[src/rtl/irq_pkg.sv]
package irq_pkg;
  localparam int REG_W    = 8;
  localparam int CORE_SRC = 3;

  typedef struct packed {
    logic                gate_hi;   // bit 7
    logic                gate_lo;   // bit 6
    logic [CORE_SRC-1:0] core_en;   // bits 5..3 : tmr, ext, pin
    logic [CORE_SRC-1:0] core_fl;   // bits 2..0 : tmr, ext, pin
  } csr_t;
endpackage

[src/rtl/irq_csr.sv]
module irq_csr
  import irq_pkg::*;
(
  input  logic                clk,
  input  logic                rst_n,
  input  logic                wr_en,
  input  logic [REG_W-1:0]    wr_data,
  input  logic [CORE_SRC-1:0] evt,
  output csr_t                csr
);
  csr_t wr_view;
  assign wr_view = csr_t'(wr_data);

  // enable and gate bits: plain software-owned storage
  always_ff @(posedge clk or negedge rst_n) begin
    if (!rst_n) begin
      csr.gate_hi <= 1'b0;
      csr.gate_lo <= 1'b0;
      csr.core_en <= '0;
    end else if (wr_en) begin
      csr.gate_hi <= wr_view.gate_hi;
      csr.gate_lo <= wr_view.gate_lo;
      csr.core_en <= wr_view.core_en;
    end
  end

  // sticky flags: hardware sets, software writes; set beats clear
  for (genvar i = 0; i < CORE_SRC; i++) begin : g_flag
    always_ff @(posedge clk or negedge rst_n) begin
      if (!rst_n)
        csr.core_fl[i] <= 1'b0;
      else if (evt[i])
        csr.core_fl[i] <= 1'b1;
      else if (wr_en)
        csr.core_fl[i] <= wr_view.core_fl[i];
    end
  end
endmodule

[src/rtl/irq_src_gate.sv]
module irq_src_gate #(
  parameter int N = 4
) (
  input  logic [N-1:0] flag,
  input  logic [N-1:0] en,
  output logic [N-1:0] req
);
  for (genvar i = 0; i < N; i++) begin : g_src
    assign req[i] = flag[i] & en[i];
  end
endmodule

[src/rtl/irq_route.sv]
module irq_route #(
  parameter int N = 4
) (
  input  logic         prio_mode,
  input  logic         gate_hi,
  input  logic         gate_lo,
  input  logic         core_any,
  input  logic [N-1:0] p_req,
  input  logic [N-1:0] p_prio,
  output logic         irq_hi,
  output logic         irq_lo
);
  logic p_any, p_hi_any, p_lo_any;

  assign p_any    = |p_req;
  assign p_hi_any = |(p_req & p_prio);
  assign p_lo_any = |(p_req & ~p_prio);

  always_comb begin
    if (prio_mode) begin
      irq_hi = gate_hi & (core_any | p_hi_any);
      irq_lo = gate_hi & gate_lo & p_lo_any;
    end else begin
      irq_hi = gate_hi & (core_any | (gate_lo & p_any));
      irq_lo = 1'b0;
    end
  end
endmodule

[src/rtl/irq_ctrl_top.sv]
module irq_ctrl_top
  import irq_pkg::*;
#(
  parameter int NUM_PERIPH = 4
) (
  input  logic                  clk,
  input  logic                  rst_n,
  input  logic                  wr_en,
  input  logic [7:0]            wr_data,
  output logic [7:0]            rd_data,
  input  logic                  evt_tmr,
  input  logic                  evt_ext,
  input  logic                  evt_pin,
  input  logic                  prio_mode,
  input  logic [NUM_PERIPH-1:0] periph_flag,
  input  logic [NUM_PERIPH-1:0] periph_en,
  input  logic [NUM_PERIPH-1:0] periph_prio,
  output logic                  irq_hi,
  output logic                  irq_lo
);
  csr_t                csr;
  logic [CORE_SRC-1:0] core_req;
  logic [NUM_PERIPH-1:0] p_req;

  irq_csr u_csr (
    .clk     (clk),
    .rst_n   (rst_n),
    .wr_en   (wr_en),
    .wr_data (wr_data),
    .evt     ({evt_tmr, evt_ext, evt_pin}),
    .csr     (csr)
  );

  irq_src_gate #(.N(CORE_SRC)) u_core_gate (
    .flag (csr.core_fl),
    .en   (csr.core_en),
    .req  (core_req)
  );

  irq_src_gate #(.N(NUM_PERIPH)) u_periph_gate (
    .flag (periph_flag),
    .en   (periph_en),
    .req  (p_req)
  );

  irq_route #(.N(NUM_PERIPH)) u_route (
    .prio_mode (prio_mode),
    .gate_hi   (csr.gate_hi),
    .gate_lo   (csr.gate_lo),
    .core_any  (|core_req),
    .p_req     (p_req),
    .p_prio    (periph_prio),
    .irq_hi    (irq_hi),
    .irq_lo    (irq_lo)
  );

  assign rd_data = csr;
endmodule

[config.mk]
export PLATFORM = sky130hd
export DESIGN_NAME = irq_ctrl_top
export DESIGN_NICKNAME = d
export VERILOG_FILES = /design/src/rtl/irq_pkg.sv /design/src/rtl/irq_csr.sv /design/src/rtl/irq_src_gate.sv /design/src/rtl/irq_route.sv /design/src/rtl/irq_ctrl_top.sv
export SDC_FILE = /design/constraint.sdc
export NUM_CORES = 1
export LEC_CHECK = 0
export BUFFER_PORTS_ARGS = -buffer_cell sky130_fd_sc_hd__buf_2
export CAP_MARGIN = 10
export CORE_AREA = 2 2 39 41
export DETAILED_ROUTE_END_ITERATION = 10
export DIE_AREA = 0 0 41 43
export HOLD_SLACK_MARGIN = 0.15
export PLACE_DENSITY_LB_ADDON = 0.05
export SLEW_MARGIN = 20
export SYNTH_ARGS = -nofsm -noshare
export SYNTH_HDL_FRONTEND = slang
export SYNTH_SLANG_ARGS = --single-unit
[constraint.sdc]
create_clock -name clk -period 1.3 [get_ports clk]
set_input_delay 0 -clock clk [delete_from_list [all_inputs] [get_ports clk]]
set_output_delay 0 -clock clk [all_outputs]
set_load 0.02 [all_outputs]
### Word level (Yosys, flattened, before mapping)

Cells that the tools add are included.

| storage, ports and cells | value |
|---|---|
| bits in registers | 8 |
| latch bits | 0 |
| RAM bits | 0 |
| bits in read-only memories | 0 |
| input port bits | 27 |
| output and inout bits | 10 |
| logic and storage cells | 38 |
| memories kept | 0 |

| cells by class | value |
|---|---|
| add/subtract/negate cells | 0 |
| multipliers | 0 |
| divide/modulo/power cells | 0 |
| $lt $le $gt $ge | 0 |
| equal/unequal tests | 0 |
| shifts and indexed selects | 0 |
| mux-type cells | 8 |
| bitwise logic cells | 17 |
| reductions and logical operators | 7 |

Operators by type and width:

| operator | count |
|---|---|
| $and 1x1->1 | 12 |
| $reduce_or 4->1 | 3 |
| $and 4x4->4 | 2 |
| $mux 1 | 8 |
| $reduce_bool 2->1 | 3 |
| $not 4->4 | 1 |
| $reduce_or 3->1 | 1 |
| $or 1x1->1 | 2 |

### Depth between registers and ports, before layout

| logic depth | value |
|---|---|
| depth after elaboration | 6 |
| gate-level depth with buffers | 3 |
| gate-level depth less buffers | 3 |

### Cells and area by module

Synthesis repeated with hierarchy kept, for this count alone.

| second synthesis, totals | value |
|---|---|
| cell total of the unflattened synthesis | 43 |
| area, all modules | 449.2 um^2 |

Modules (own cells, without submodules):

| module | times used | cells an instance | area an instance (um^2) | sequential area each (um^2) |
|---|---|---|---|---|
| irq_csr | 1 | 20 | 312.8 | 200.2 |
| irq_route | 1 | 15 | 86.3 | 0.0 |
| irq_src_gate at u_periph_gate | 1 | 4 | 25.0 | 0.0 |
| irq_src_gate at u_core_gate | 1 | 3 | 18.8 | 0.0 |
| irq_ctrl_top | 1 | 1 | 6.3 | 0.0 |

### Worst setup path before layout

OpenSTA, ideal clock, no wires.

| timing | value |
|---|---|
| path type | reg-to-output |
| start point | reg u_csr.csr[0] (netlist name) |
| end point | out irq_hi |
| arrival | 1.190 ns |
| required time | 1.300 ns |
| slack | 0.110 ns |
| stages on the path, launching flop included | 4 |
| buffers on the path | 0 |
| cell sequence | dfrtp_1 -> a222oi_1 -> inv_1 -> o31a_1 |

| on the way | value |
|---|---|
| word-level cells in the longest chain between the ends | 5 |
| elaborated cells between the ends (all ways) | 7 |
| those cells by class | mux (1); bitwise (5); reduce/logical (1) |

Ends and longest elaborated chain:

| element | line | text |
|---|---|---|
| $and 1x1->1 (*) | irq_src_gate.sv:9 | `assign req[i] = flag[i] & en[i];` |
| $reduce_or 3->1 (*) | irq_ctrl_top.sv:50 | `.core_any (\|core_req),` |
| $or 1x1->1 (on tied branches) | irq_route.sv:24, irq_route.sv:21 |  |
| $and 1x1->1 (on tied branches) | irq_route.sv:24, irq_route.sv:21 |  |
| $mux 1 (*) | irq_route.sv:20 | `if (prio_mode) begin` |
| to (decl) | irq_ctrl_top.sv:18 | `output logic irq_hi,` |

Mark *: on every way between the ends. The rest lies on a longest branch, timed or not.

### Worst setup path after layout

| timing | value |
|---|---|
| start point | reg u_csr.csr[4] (netlist name) |
| end point | out irq_hi |

| on the way | value |
|---|---|
| word-level cells in the longest chain between the ends | 5 |
| elaborated cells between the ends (all ways) | 7 |
| those cells by class | mux (1); bitwise (5); reduce/logical (1) |

Ends and longest elaborated chain:

| element | line |
|---|---|
| $and 1x1->1 (*) | irq_src_gate.sv:9 |
| $reduce_or 3->1 (*) | irq_ctrl_top.sv:50 |
| $or 1x1->1 (on tied branches) | irq_route.sv:24, irq_route.sv:21 |
| $and 1x1->1 (on tied branches) | irq_route.sv:24, irq_route.sv:21 |
| $mux 1 (*) | irq_route.sv:20 |

Marks and branches as above.

==> qor.csv <==
stage,metric,value,unit
synth,syn-num-nets,67,
global_route,grt_max_degree,12,
synth,netlist_area,432.9,sq um
final_layout,num_antenna_cells,0,
synth,yosysSeqAreaShare,46.24,%
setup_path,r2r_cells,3,
clock_tree,numClockSinks,8,
setup_path,critPathKind,flop to output pin,
route,vias_per_cell,4.787,
floorplan,core,1384,sq um
setup_path,worstSetupStartpointType,flop,
setup_path,cp_max_fo,3,
timing,max_freq,708.1,MHz
setup_path,r2r_end,u_csr.csr[0]$_DFFE_PN0P_,
place,dp_slack,0.08194,ns
final_layout,area_growth,83.53,%
global_route,grt_pass1_wl,1.856,mm
synth,yosysUniqueCellTypes,16,
final_layout,regMostFlops,u_csr.csr,
synth,ys_warn_count,0,
power,vdd_drop_max,0.4785,mV
power,leakage,0.3915,nW
setup_path,cp.arrival,1.41,ns
global_route,grt_usage,15.85,%
timing,worst_slew_pin_slew,0.3484,ns
place,placed_cells,89,
timing,report.final.slew_viol_count,0,
route,wl_per_cell,11.83,um
place,dpl.hpwl,908.9,um
clock_tree,clkTransAtPathRegs,0.05,ns
synth,netlist_instances,40,
timing,hold_viol_final,0,
clock_tree,htree_num_levels,1,
final_layout,reg_top3,u_csr.csr x8,
clock_tree,clkLatencyLatePin,0.25,ns
floorplan,ios,37,
synth,avgSynthCellArea,10.82,sq um
flow_run,maxCapViolations,0,
floorplan,start_util,31.28,%
setup_path,cp-endpoint,irq_hi,
route,firstDrtPassIters,4,
timing,setup_viol,1,
hold_path,min_path_type,primary input to flop,
outcome,violations,negative setup slack,
final_layout,largest_reg_flops,8,
route,ant_nets,0,
timing,rsz0062_at_grt,yes,
timing,fin_crit,1.412,ns
route,wl_met2,651,um
global_route,grt-ovfl-total,0,
final_layout,nNetsFinal,121,
route,drcViolationCount,0,
clock_tree,cts_buffers,3,
timing,period_share,108.6,%
route,vias,517,
clock_tree,ctsLongestPathBuffers,2,
route,wl_met3,127,um
final_layout,finish.utilization,57.41,%
setup_path,end_kind,output pin,
final_layout,finalNonFillerCells,108,
setup_path,r2r_start,u_csr.csr[0]$_DFFE_PN0P_,
global_route,grt_pass1_vias,486,
global_route,antenna_found_initial,0,
outcome,status,"finished, violations left",
timing,setup_ws,-0.1122,ns
power,powerDensity,874.2,nW/um^2
setup_path,r2r_setup_slack,0.27,ns
floorplan,dieArea,1763,sq um
floorplan,chipWidth,41,um
timing,slew_headroom,76.69,%
final_layout,drive_gt1_share,52.17,%
route,topRoutingLayerUsed,met3,
setup_path,cp-startpoint,u_csr.csr[4]$_DFFE_PN0P_,
route,drt_iter0_markers,4,
clock_tree,cts_tree,built,
place,gp_congestion,0.6429,
floorplan,die_y,43,um
timing,clock_skew,0,ns
route,wl,1.278,mm
floorplan,row_count,14,
setup_path,cp.required,1.30,ns
synth,ys_seq_elements,8,
place,port_buffers,36,
route,drt-met1-wl,499,um
clock_tree,clock-root-buffer,clkbuf_4,
-- synth_stat cells (all sizes together) --
library cell	number	area (sq um)
inv	2	7.510
a222oi	1	10.01
nor2b	3	21.27
nand3	4	20.02
nand2	4	15.01
a41oi	2	17.52
mux2	5	56.30
o2111a	1	11.26
a211o	3	26.28
nand2b	1	6.260
buf	3	20.01
o31a	1	8.760
dfrtp	8	200.2
o22ai	2	12.51
-- cells by family (layout without fill, tap and decap cells) --
logic type,Yosys count,after routing,synth area share [%]
simple gates,12,12,14.45
flops,8,8,46.24
compound gates,10,10,19.94
buf+inv,5,57,6.357
mux,5,5,13.00
-- cells in the final DEF, fill, tap and decap left out --
cell	n
dlygate4sd3_1	13
buf_4	3
a222oi_1	1
buf_6	1
a211o_1	3
nand2_1	4
buf_2	35
o31a_1	1
mux2_2	5
nor2b_2	1
clkbuf_4	3
inv_1	2
nand3_1	4
nand2b_1	1
a41oi_1	2
nor2b_1	2
dfrtp_1	8
o22ai_1	2
o2111a_1	1
-- layer usage --
metal / GRT usage [%] / vias up
met1: 14.05 / 237
li1: - / 254
met2: 28.75 / 26
met3: 6.806 / 0
met4: 6.000 / 0
met5: 0 / -
-- stage by stage --
stage	area [sq um]	setup TNS, ns	hold slack, ns	power [W]
detailed placement	613.1	0	-0.1516	0.0004657
CTS	779.5	-0.1345	0.1568	0.0006944
global placement	613.1	0	-0.1467	0.0004662
finish	794.5	-0.1122	0.1594	0.0006945
global route	794.5	-0.2492	0.1840	0.0007378
floorplan	432.9	0	-0.2956	0.0003906
-- repair_timing --
action	in CTS	in global routing
endpoints found under the hold margin	16	0
hold buffers	13	0
endpoints found under the setup margin	1	1
buffers inserted	1	2
resized for setup	2	0
pin swaps	2	1
-- worst max-delay path, stage by stage, from the launching register on --
cell,delay [ns]
dfrtp_1,0.39
a222oi_1,0.31
inv_1,0.07
o31a_1,0.26
buf_6,0.13
-- area by class of cell --
type	count	area, sq um
Fill cell	123	589.3
Timing Repair Buffer	52	339.1
Multi-Input combinational cell	27	205.2
Sequential cell	8	200.2
Clock buffer	3	22.52
Tap cell	16	20.02
Inverter	2	7.507
-- report_power, final --
group          internal (W)  switching, W
sequential         0.000271     0.0000164
clock              0.000105     0.0000802
combinational      0.000123     0.0000984
-- how the worst min path moves through the flow --
stage                      from                  endpoint  slack, ns  cells past startpoint
after global routing      wr_en  u_csr.csr[1]$_DFFE_PN0P_       0.18                      2
after detailed placement  rst_n  u_csr.csr[6]$_DFFE_PN0P_      -0.15                      1
after global placement    rst_n  u_csr.csr[6]$_DFFE_PN0P_      -0.15                      1
after floorplan           rst_n  u_csr.csr[0]$_DFFE_PN0P_      -0.30                      0
final                     wr_en  u_csr.csr[1]$_DFFE_PN0P_       0.16                      2
after CTS                 wr_en  u_csr.csr[1]$_DFFE_PN0P_       0.16                      2
(Power assumes the default switching activity.)
